`src/rtl/fg_pkg.sv`:
```
package fg_pkg;

  typedef enum logic [1:0] {
    K_PROG  = 2'b00,
    K_ERASE = 2'b01,
    K_MASS  = 2'b10,
    K_RSVD  = 2'b11
  } req_kind_e;

  typedef struct packed {
    logic       pol;     // 1: windows protected, 0: windows unprotected
    logic       rsv;     // reserved, reads 1
    logic       hi_dis;
    logic [1:0] hi_sz;
    logic       lo_dis;
    logic [1:0] lo_sz;
  } prot_t;

  // size in bytes of a window with the given smallest log2 size and code
  function automatic int win_bytes(input int min_log, input logic [1:0] code);
    return 1 << (min_log + int'(code));
  endfunction

  // window that ends at the top of a space of 'space' bytes
  function automatic logic top_hit(input int addr, input int space, input int bytes);
    return addr >= (space - bytes);
  endfunction

  // window starting at a fixed base
  function automatic logic base_hit(input int addr, input int base, input int bytes);
    return (addr >= base) && (addr < base + bytes);
  endfunction

endpackage

```
`src/rtl/fg_prot_reg.sv`:
```
module fg_prot_reg
  import fg_pkg::*;
#(
  parameter int REG_W = 8
) (
  input  logic             clk,
  input  logic             rst_n,
  input  logic [REG_W-1:0] cfg_byte,
  input  logic             wr_en,
  input  logic [REG_W-1:0] wr_data,
  output prot_t            prot_q,
  output logic             hi_sz_open,
  output logic             lo_sz_open
);

  prot_t wr_view;
  prot_t nxt;

  assign wr_view    = prot_t'(wr_data);
  assign hi_sz_open = prot_q.hi_dis;
  assign lo_sz_open = prot_q.lo_dis;

  always_comb begin
    nxt        = prot_q;
    nxt.pol    = wr_view.pol;
    nxt.hi_dis = wr_view.hi_dis;
    nxt.lo_dis = wr_view.lo_dis;
    if (hi_sz_open) nxt.hi_sz = wr_view.hi_sz;
    if (lo_sz_open) nxt.lo_sz = wr_view.lo_sz;
    nxt.rsv    = 1'b1;
  end

  always_ff @(posedge clk) begin
    if (!rst_n) begin
      prot_q     <= prot_t'(cfg_byte);
      prot_q.rsv <= 1'b1;
    end else if (wr_en) begin
      prot_q <= nxt;
    end
  end

  a_r2_rsv_one: assert property (@(posedge clk) disable iff (!rst_n)
    $past(rst_n) |-> prot_q.rsv == 1'b1);

  a_r4_hi_size_locked: assert property (@(posedge clk) disable iff (!rst_n)
    !prot_q.hi_dis |=> $stable(prot_q.hi_sz));

  a_r5_lo_size_locked: assert property (@(posedge clk) disable iff (!rst_n)
    !prot_q.lo_dis |=> $stable(prot_q.lo_sz));

  a_r3_pol_follows_write: assert property (@(posedge clk) disable iff (!rst_n)
    wr_en |=> prot_q.pol == $past(wr_data[REG_W-1]));

endmodule

```
`src/rtl/fg_window_decode.sv`:
```
module fg_window_decode
  import fg_pkg::*;
#(
  parameter int ADDR_W     = 16,
  parameter int HI_MIN_LOG = 11,
  parameter int LO_MIN_LOG = 9,
  parameter int LO_BASE    = 'h4000
) (
  input  prot_t             prot,
  input  logic [ADDR_W-1:0] addr,
  input  logic [1:0]        kind,
  output logic              hi_hit,
  output logic              lo_hit,
  output logic              addr_prot,
  output logic              any_prot,
  output logic              blocked
);

  localparam int SPACE = 1 << ADDR_W;

  int addr_i;
  logic in_window;

  always_comb begin
    addr_i    = int'(addr);
    hi_hit    = !prot.hi_dis && top_hit(addr_i, SPACE, win_bytes(HI_MIN_LOG, prot.hi_sz));
    lo_hit    = !prot.lo_dis && base_hit(addr_i, LO_BASE, win_bytes(LO_MIN_LOG, prot.lo_sz));
    in_window = hi_hit || lo_hit;
    addr_prot = prot.pol ? in_window : !in_window;
    // with polarity 0 the windows never span the whole array
    any_prot  = prot.pol ? (!prot.hi_dis || !prot.lo_dis) : 1'b1;
    blocked   = (kind == K_MASS) ? any_prot : addr_prot;
  end

endmodule

```
`src/rtl/fg_resp.sv`:
```
module fg_resp #(
  parameter int STAT_W   = 8,
  parameter int VIOL_BIT = 5
) (
  input  logic              clk,
  input  logic              rst_n,
  input  logic              req_valid,
  input  logic              blocked,
  input  logic              stat_wr,
  input  logic [STAT_W-1:0] stat_wdata,
  output logic              resp_valid,
  output logic              resp_grant,
  output logic              resp_reject,
  output logic              viol_flag
);

  logic viol_set;
  logic viol_clr;

  assign viol_set = req_valid && blocked;
  assign viol_clr = stat_wr && stat_wdata[VIOL_BIT];

  always_ff @(posedge clk) begin
    if (!rst_n) begin
      resp_valid  <= 1'b0;
      resp_grant  <= 1'b0;
      resp_reject <= 1'b0;
      viol_flag   <= 1'b0;
    end else begin
      resp_valid  <= req_valid;
      resp_grant  <= req_valid && !blocked;
      resp_reject <= viol_set;
      if (viol_set)      viol_flag <= 1'b1;
      else if (viol_clr) viol_flag <= 1'b0;
    end
  end

  a_r9_one_result: assert property (@(posedge clk) disable iff (!rst_n)
    resp_valid |-> (resp_grant ^ resp_reject));

  a_r9_resp_timing: assert property (@(posedge clk) disable iff (!rst_n)
    req_valid |=> resp_valid);

  a_r11_reject_sets_flag: assert property (@(posedge clk) disable iff (!rst_n)
    resp_reject |-> viol_flag);

  a_r11_flag_sticky: assert property (@(posedge clk) disable iff (!rst_n)
    (viol_flag && !viol_clr) |=> viol_flag);

endmodule

```
`src/rtl/flash_guard.sv`:
```
module flash_guard
  import fg_pkg::*;
#(
  parameter int ADDR_W     = 16,
  parameter int REG_W      = 8,
  parameter int HI_MIN_LOG = 11,
  parameter int LO_MIN_LOG = 9,
  parameter int LO_BASE    = 'h4000,
  parameter int VIOL_BIT   = 5
) (
  input  logic              clk,
  input  logic              rst_n,
  input  logic [REG_W-1:0]  cfg_byte,
  input  logic              prot_wr,
  input  logic [REG_W-1:0]  prot_wdata,
  output logic [REG_W-1:0]  prot_rdata,
  input  logic              stat_wr,
  input  logic [REG_W-1:0]  stat_wdata,
  input  logic              req_valid,
  input  logic [1:0]        req_kind,
  input  logic [ADDR_W-1:0] req_addr,
  output logic              resp_valid,
  output logic              resp_grant,
  output logic              resp_reject,
  output logic              viol_flag
);

  prot_t prot_q;
  logic  hi_sz_open, lo_sz_open;
  logic  hi_hit, lo_hit, addr_prot, any_prot, blocked;

  fg_prot_reg #(.REG_W(REG_W)) u_reg (
    .clk       (clk),
    .rst_n     (rst_n),
    .cfg_byte  (cfg_byte),
    .wr_en     (prot_wr),
    .wr_data   (prot_wdata),
    .prot_q    (prot_q),
    .hi_sz_open(hi_sz_open),
    .lo_sz_open(lo_sz_open)
  );

  fg_window_decode #(
    .ADDR_W    (ADDR_W),
    .HI_MIN_LOG(HI_MIN_LOG),
    .LO_MIN_LOG(LO_MIN_LOG),
    .LO_BASE   (LO_BASE)
  ) u_dec (
    .prot     (prot_q),
    .addr     (req_addr),
    .kind     (req_kind),
    .hi_hit   (hi_hit),
    .lo_hit   (lo_hit),
    .addr_prot(addr_prot),
    .any_prot (any_prot),
    .blocked  (blocked)
  );

  fg_resp #(.STAT_W(REG_W), .VIOL_BIT(VIOL_BIT)) u_resp (
    .clk        (clk),
    .rst_n      (rst_n),
    .req_valid  (req_valid),
    .blocked    (blocked),
    .stat_wr    (stat_wr),
    .stat_wdata (stat_wdata),
    .resp_valid (resp_valid),
    .resp_grant (resp_grant),
    .resp_reject(resp_reject),
    .viol_flag  (viol_flag)
  );

  assign prot_rdata = REG_W'(prot_q);

  a_r10_mass_open: assert property (@(posedge clk) disable iff (!rst_n)
    (req_valid && req_kind == K_MASS && prot_q.pol && prot_q.hi_dis && prot_q.lo_dis)
    |=> resp_grant);

  a_r8_pol0_all_closed: assert property (@(posedge clk) disable iff (!rst_n)
    (req_valid && !prot_q.pol && prot_q.hi_dis && prot_q.lo_dis) |=> resp_reject);

  a_r8_hit_pol1: assert property (@(posedge clk) disable iff (!rst_n)
    (req_valid && req_kind != K_MASS && prot_q.pol && (hi_hit || lo_hit)) |=> resp_reject);

endmodule

```
`config.mk`:
```
export PLATFORM = sky130hd
export DESIGN_NAME = flash_guard
export DESIGN_NICKNAME = d
export VERILOG_FILES = /design/src/rtl/fg_pkg.sv /design/src/rtl/fg_prot_reg.sv /design/src/rtl/fg_window_decode.sv /design/src/rtl/fg_resp.sv /design/src/rtl/flash_guard.sv
export SDC_FILE = /design/constraint.sdc
export NUM_CORES = 1
export LEC_CHECK = 0
export ABC_AREA = 1
export CORE_MARGIN = 2
export CORE_UTILIZATION = 36
export CTS_CLUSTER_SIZE = 12
export DETAILED_ROUTE_END_ITERATION = 10
export GPL_ROUTABILITY_DRIVEN = 0
export PLACE_DENSITY = 0.91
export SKIP_LAST_GASP = 1
export SLEW_MARGIN = 0
export SYNTH_ARGS = -nofsm -noshare
export SYNTH_HDL_FRONTEND = slang
export SYNTH_SLANG_ARGS = --single-unit
```
`constraint.sdc`:
```
create_clock -name clk -period 2.2 [get_ports clk]
set_clock_uncertainty 0.15 [all_clocks]
set_input_delay 0.44 -clock clk [delete_from_list [all_inputs] [get_ports clk]]
set_output_delay 0.44 -clock clk [all_outputs]
set_load 0.05 [all_outputs]
```
* Yosys cells after proc, flatten, opt, wreduce, memory -nomap -nowiden
Cells that the tools add are included.
Storage, ports and cells: register bits after elaboration 11, bits in latches 0, RAM bits 0, memory bits (read-only) 0, bits of input ports 47, output and inout port bits 12, logic and storage cells 46, memories 0
Cells by class: $add $sub $neg 4, $mul 0, div/mod/pow operators 0, order comparisons 3, eq/ne operators 4, shift-type cells 2, multiplexer cells 9, bitwise operators 0, reductions and logical operators 15
Operator list (number):
- $shl A1 B32 Y32 const A | 2
- $add A16 B32 Y32 const A | 1
- $ge A17 B32 Y1 | 1
- $lt A17 B32 Y1 | 1
- $sub A18 B32 Y32 const A | 1
- $ge A16 B15 Y1 const B | 1
- $mux W8 | 2
- $add A4 B2 Y5 const A | 2
- $logic_and A1 B1 Y1 | 6
- $ne A2 B1 Y1 const B | 3
- $mux W1 | 5
- $logic_not A1 Y1 | 4
- $mux W2 | 2
- $reduce_and A2 Y1 | 2
- $eq A2 B2 Y1 const B | 1
- $logic_or A1 B1 Y1 | 2
- $reduce_bool A2 Y1 | 1

* Depth between registers and ports, before layout
Gate-level depths: netlist (run 1).
depth in word-level cells 12, depth in mapped cells 16

* Hierarchy
Synthesis (run 1) repeated with hierarchy kept, for this count alone.
Second synthesis, totals: cells, all modules 153, area, all modules 1038.5 um^2
Modules (own cells, without submodules):
- fg_window_decode | times used 1, cells each 99, area an instance 566.8 um^2, sequential area each 0.0 um^2
- fg_prot_reg | times used 1, cells each 40, area an instance 352.8 um^2, sequential area each 210.2 um^2
- fg_resp | times used 1, cells each 14, area an instance 118.9 um^2, sequential area each 80.1 um^2

* Worst setup path before layout (run 1)
No wires, ideal clock.
path type reg-to-reg, start point reg u_reg.prot_q[4] (netlist name), end point reg u_resp.viol_flag, library setup time 0.115 ns, data arrival time 1.903 ns, path slack 0.032 ns, cell stages (with the launch flop) 13, buffers on the path 0, period minus slack after synthesis 2.168 ns, cells stage by stage edfxtp_1 -> or2_2 -> ha_1 -> a21oi_1 -> o21ai_0 -> nand2_1 -> nand3_1 -> nand2_1 -> nand2_1 -> nand2_1 -> nand2_1 -> nand3_1 -> nand2_1
Between the ends: longest elaborated chain between the ends 11, elaborated cells between the ends (all ways) 12, those cells by class 2 x add/sub; 1 x order compare; 1 x shift; 3 x mux; 5 x reduce/logical
RTL lines:
- $add A4 B2 Y5 (*) | RTL line fg_pkg.sv:21 | return 1 << (min_log + int'(code));
- $shl A1 B32 Y32 (*) | RTL line fg_pkg.sv:21
- $sub A18 B32 Y32 (*) | RTL line fg_pkg.sv:26 | return addr >= (space - bytes);
- $ge A17 B32 Y1 (*) | RTL line fg_pkg.sv:26
- $logic_and A1 B1 Y1 (*) | RTL line fg_window_decode.sv:26 | hi_hit = !prot.hi_dis && top_hit(addr_i, SPACE, win_bytes(HI_MIN_LOG, prot.hi_sz));
- $logic_or A1 B1 Y1 (*) | RTL line fg_window_decode.sv:28 | in_window = hi_hit || lo_hit;
- $logic_not A1 Y1 | RTL line fg_window_decode.sv:29 | addr_prot = prot.pol ? in_window : !in_window;
- $mux W1 (*) | RTL line fg_window_decode.sv:29
- $mux W1 (*) | RTL line fg_window_decode.sv:32 | blocked = (kind == K_MASS) ? any_prot : addr_prot;
- $logic_and A1 B1 Y1 (*) | RTL line fg_resp.sv:20 | assign viol_set = req_valid && blocked;
- $mux W1 / $reduce_bool A2 Y1 (equally long branches)
- to (signal assigned) | RTL line fg_resp.sv:28 | viol_flag <= 1'b0;
- to (signal assigned) | RTL line fg_resp.sv:33 | if (viol_set) viol_flag <= 1'b1;
- to (signal assigned) | RTL line fg_resp.sv:34 | else if (viol_clr) viol_flag <= 1'b0;
- to (decl) | RTL line fg_resp.sv:14 | output logic viol_flag
Mark *: on every way between the ends. The rest lies on a longest branch, timed or not. A chain may end at the register's enable or synchronous reset.

* Worst setup path after layout (run 1)
start point reg u_reg.prot_q[4] (netlist name), end point out prot_rdata[4]
RTL lines:
- to (decl) | RTL line flash_guard.sv:16 | output logic [REG_W-1:0] prot_rdata,
No word-level cell between the ends.

==> results.cfg, run 1 <==
[status]
status = finished clean

[layout]
final_cells = 194
insertedDiodeCount = 0
mostFrequentLayoutCell = clkdlybuf4s50_1
nets = 227
syn2layout_area_growth_pct = 55.7
final_layout_size_suffix_gt1_frac = 0.104
most-common-layout-cells = clkdlybuf4s50_1, nand2_1, inv_1
utilization = 0.580

[setup_path]
critPathMaxStageDelay_ns = 0.79
startpoint_type = flip-flop
crit_path_end = prot_rdata[4]
r2r-start = u_reg.prot_q[3]
critPathTopFamily = buffers and inverters
crit_arrival_ns = 1.55
reg2reg_depth = 11
cp.depth = 2
worstSetupPathType = reg2out
startpoint = u_reg.prot_q[4]
required_ns = 1.61
worst_r2r_endpoint = u_resp.viol_flag
critPathCaptureType = output pin
cp_cell_sequence = buf_4 -> clkdlybuf4s50_1
cp_num_buf_inv = 2
rrSetupSlack_ns = 0.11
slowest_stage = clkdlybuf4s50_1
critPathMaxFanout = 3

[power]
cellLeakagePower_nw = 0.677
finalPower_mw = 0.681
max-vdd-ir-drop_uv = 327
powerDensity_nw_per_um2 = 483

[route]
drt_wl_total_um = 2110
vias = 882
postRouteAntennaNets = 0
drcViolationCount = 0
wl_per_cell_um = 10.9
dr.pass1.iters = 4
via_per_inst = 4.55
drtIter0Drc = 7

[floorplanning]
dieArea_um2 = 2930
core-area_um2 = 2430
pin_count = 59
chipHeight_um = 54.2
rows = 18
start_util = 0.372
die_w_um = 54.2

[placement]
dp_hpwl_um = 1810
pre_cts_slack_ns = -0.102
dpl.cell_count = 188
port_buffers = 40

[min_path]
min_path_cells = 2
min-delay-path-class = reg2reg

[synth]
avgSynthCellArea_um2 = 7.95
synthCells = 114
synth_area_leaders = edfxtp_1, ha_1, nand2_1
synth_edf_count = 7
synth_cell_type_count = 18
yosysTopAreaCellShare = 0.232
post-synth-top-area-cell = edfxtp_1
yosys_warnings = 0
ys_ff_latch = 11
netlist_area_um2 = 906
async_flop_share = 0
synthFlopType = edfxtp_1
ys_seq_area_frac = 0.320

[global_route]
antenna_found_initial = 0
grt.total_usage = 0.155
grt_max_degree = 12
grt.overflow.total = 0
first_global_vias = 874
grt_pass1_wl_um = 3260

[timing]
setup_viol = 0
fin_crit_ns = 2.14
min_period_over_period = 0.972
rsz0062_at_grt = no
max_freq_mhz = 468
setup_ws_ns = 0.0621
tightest_slew_ns = 0.523
slew-limit-headroom = 0.650
hold_viol = 0
hold_slack_ns = 0.326
drv_slew = 0

[clocking]
tritoncts = done
clkTransAtPathRegs_ns = 0.07
clk_latency_ns = 0.26
cts_buffer_depth = 2
cts_buffers = 3
hold_buffers = 0
cts_root_buf = clkbuf_4
clock_sinks = 11
htreeDepth = 1

[flow_run]
maxCapViolations = 0
## sequential cells by signal, summed over array words and instances (netlist names)
| name | count |
|---|---|
| u_reg.hi_sz_open | 1 |
| u_resp.resp_reject | 1 |
| u_resp.viol_flag | 1 |
| u_reg.prot_q | 5 |
| u_resp.resp_valid | 1 |
| u_resp.resp_grant | 1 |
| u_reg.lo_sz_open | 1 |
## power breakdown
part / internal, mW / leakage, nW / switching, mW
Combinational: 0.134 / 0.559 / 0.162
Clock: 0.0700 / 0.0150 / 0.0610
Sequential: 0.242 / 0.104 / 0.0122
Total: 0.446 / 0.677 / 0.235
## per-stage QoR
stage	setup TNS (ns)	area (µm²)
after global routing	0	1410
after global placement	-0.0397	1350
final	0	1410
after CTS	0	1380
after detailed placement	-0.214	1350
after floorplan	0	932
## how the worst min path moves through the flow
stage                     slack, ns           endpoint        startpoint
after CTS                      0.33   u_resp.viol_flag  u_resp.viol_flag
after global placement         0.31   u_resp.viol_flag  u_resp.viol_flag
after global routing           0.35   u_resp.viol_flag  u_resp.viol_flag
final                          0.33   u_resp.viol_flag  u_resp.viol_flag
after detailed placement       0.32   u_resp.viol_flag  u_resp.viol_flag
after floorplan                0.42  u_resp.resp_valid             rst_n
## cells in the mapped netlist, types with 2 or more instances
| cell type | instances |
|---|---|
| nand2_1 | 33 |
| inv_1 | 16 |
| ha_1 | 15 |
| a21oi_1 | 7 |
| edfxtp_1 | 7 |
| mux2_2 | 7 |
| nor2_1 | 7 |
| nand3_1 | 5 |
| dfxtp_1 | 4 |
| buf_4 | 3 |
| conb_1 | 2 |
| o21ai_0 | 2 |
## worst min-delay path, delay by kind of cell (launching register included)
| kind | cells | cell delay (ns) |
|---|---|---|
| and+or+nand+nor | 2 | 0.12 |
| DFF | 1 | 0.31 |
## cells by family after synthesis
logic type	share of synthesized area
fa+ha+maj	0.207
simple gates	0.218
flops	0.320
other cells	0.00829
compound gates	0.0580
buf+inv	0.101
mux	0.0870
## repair_timing
item,4_1_cts,5_1_grt
setup endpoints to repair,0,3
buffers inserted,0,2
resized for setup,0,2
## per-layer routing
metal / up-vias / GRT usage / share of wire
met3: 2 / 0.0250 / 0.050
li1: 459 / - / -
met1: 393 / 0.146 / 0.38
met4: 0 / 0.0750 / 0.0057
met5: - / 0 / 0
met2: 28 / 0.313 / 0.56
## layout make-up
| cell class | count | area [µm²] |
|---|---|---|
| inverter | 16 | 60.1 |
| fill | 225 | 1020 |
| sequential | 11 | 290 |
| multi-input combinational | 89 | 563 |
| clock buffer | 4 | 26.3 |
| timing repair buffer | 44 | 433 |
| tap | 30 | 37.5 |
No activity file was read; power rests on OpenSTA's default activity.
==> run 2, diff against run 1 <==
--- a/config.mk
+++ b/config.mk
@@ -6,6 +6,7 @@
 export NUM_CORES = 1
 export LEC_CHECK = 0
 export ABC_AREA = 1
+export CORE_ASPECT_RATIO = 0.8
 export CORE_MARGIN = 2
 export CORE_UTILIZATION = 36
 export CTS_CLUSTER_SIZE = 12
==> run 2 against run 1 <==
Against the previous run: clock-buffer cell count stayed put; sequential cell count stayed put; die area about the same; cell count up 2.1%; clock power hardly changed; routed wire length down 8.2%; non-clock buffer count fell by 2; sequential share of layout area up 0.28 points; hold slack barely moved; critical path type unchanged; combinational power fell by 3%; first-iteration DRC count is 43% higher.
==> results.cfg, run 2 (synthesized netlist as in run 1, its figures left out) <==
[layout]
final_layout_size_suffix_gt1_frac = 0.0926
largest_reg_flops = 5
nFillCells = 213
insertedDiodeCount = 0
utilization = 0.574
most-common-layout-cells = clkdlybuf4s50_1, nand2_1, inv_1
mostFrequentLayoutCell = clkdlybuf4s50_1
top_register = u_reg.prot_q
postLayoutCellArea_um2 = 1390
final_cells = 198
syn2layout_area_growth_pct = 53.6
nets = 225

[timing]
max_freq_mhz = 473
drv_slew = 0
rsz0062_at_grt = no
fin_crit_ns = 2.11
setup_viol = 0
min_period_over_period = 0.961
setup-tns-final_ns = 0
tightest_slew_ns = 0.512
slew-limit-headroom = 0.657
hold_viol = 0
hold_slack_ns = 0.327

[route]
via_per_inst = 4.41
wl_met2_um = 966
drt_wl_total_um = 1930
vias = 873
postRouteAntennaNets = 0
drcViolationCount = 0
top_layer_used = met4
wl_per_cell_um = 9.76
dr.pass1.iters = 4
drtIter0Drc = 10
wl_met3_um = 148
wl_met1_um = 807

[floorplanning]
dieArea_um2 = 2940
pin_count = 59
start_util = 0.374
die_w_um = 60.1
chipHeight_um = 48.9
rows = 16
core-area_um2 = 2420

[clocking]
tritoncts = done
clkTransAtPathRegs_ns = 0.06
clock_sinks = 11
post_cts_buffers = 0
htreeDepth = 1
cts_buffers = 3
cts_buffer_depth = 2
clk_latency_ns = 0.26
cts_root_buf = clkbuf_4

[setup_path]
worst_r2r_endpoint = u_resp.viol_flag
rrSetupSlack_ns = 0.15
critPathCaptureType = output pin
required_ns = 1.61
crit_arrival_ns = 1.52
critPathMaxFanout = 3
startpoint_type = flip-flop
worstSetupPathType = reg2out
reg2reg_depth = 11
r2r-start = u_reg.prot_q[3]

[global_route]
grt_max_degree = 13
grt_pass1_wl_um = 3210
grt.total_usage = 0.139
first_global_vias = 856
antenna_found_initial = 0
grt.overflow.total = 0

[min_path]
min-delay-path-class = reg2reg
min_to = u_resp.viol_flag
min_path_cells = 2
hp-start = u_resp.viol_flag

[power]
cellLeakagePower_nw = 0.658
max-vdd-ir-drop_uv = 323
powerDensity_nw_per_um2 = 483

[placement]
dpl.cell_count = 194
placed_area_um2 = 1360
dp_hpwl_um = 1720
port_buffers = 40

[flow_run]
maxCapViolations = 0

[status]
status = finished clean
run 2: worst max-delay path by stage:
stage / start / end / slack, ns
6_report: u_reg.prot_q[4] / prot_rdata[4] / 0.09
3_5_place_dp: req_addr[11] / u_resp.viol_flag / -0.10
5_1_grt: u_reg.prot_q[3] / u_resp.viol_flag / 0.03
3_3_place_gp: req_addr[11] / u_resp.viol_flag / -0.05
2_1_floorplan: u_reg.prot_q[4] / u_resp.viol_flag / 0.03
4_1_cts: u_reg.prot_q[4] / prot_rdata[4] / 0.09
run 2: layer usage:
| metal | track usage | vias to the layer above |
|---|---|---|
| met4 | 0.0593 | 0 |
| met5 | 0 | - |
| met3 | 0.0292 | 2 |
| met1 | 0.150 | 387 |
| li1 | - | 454 |
| met2 | 0.252 | 30 |
run 2: final cells by class:
class / count / area, µm² / share of cell area
sequential: 11 / 290 / 0.209
multi-input combinational: 89 / 554 / 0.398
clock buffer: 4 / 26.3 / 0.0189
timing repair buffer: 42 / 415 / 0.299
tap: 36 / 45.0 / 0.0324
inverter: 16 / 60.1 / 0.0432
run 2: per-stage QoR:
step	worst slack, ns	power (mW)
5_1_grt	0.0288	0.718
3_5_place_dp	-0.104	0.545
2_1_floorplan	0.0318	0.434
4_1_cts	0.0891	0.675
3_3_place_gp	-0.0546	0.533
6_report	0.0856	0.673
run 2: power breakdown:
group,leakage [nW],switching (mW),internal (mW)
clock,0.0150,0.0601,0.0700
sequential,0.104,0.0123,0.242
combinational,0.540,0.158,0.130
run 2: worst max-delay path, cell delays in order (launching register included):
cell and delay, ns:
edfxtp_1 0.35, buf_4 0.13, clkdlybuf4s50_1 0.79
run 2: timing repair:
action / in CTS / in global routing
resized for setup: 0 / 2
endpoints found under the setup margin: 0 / 1
hold buffers: 0 / 0
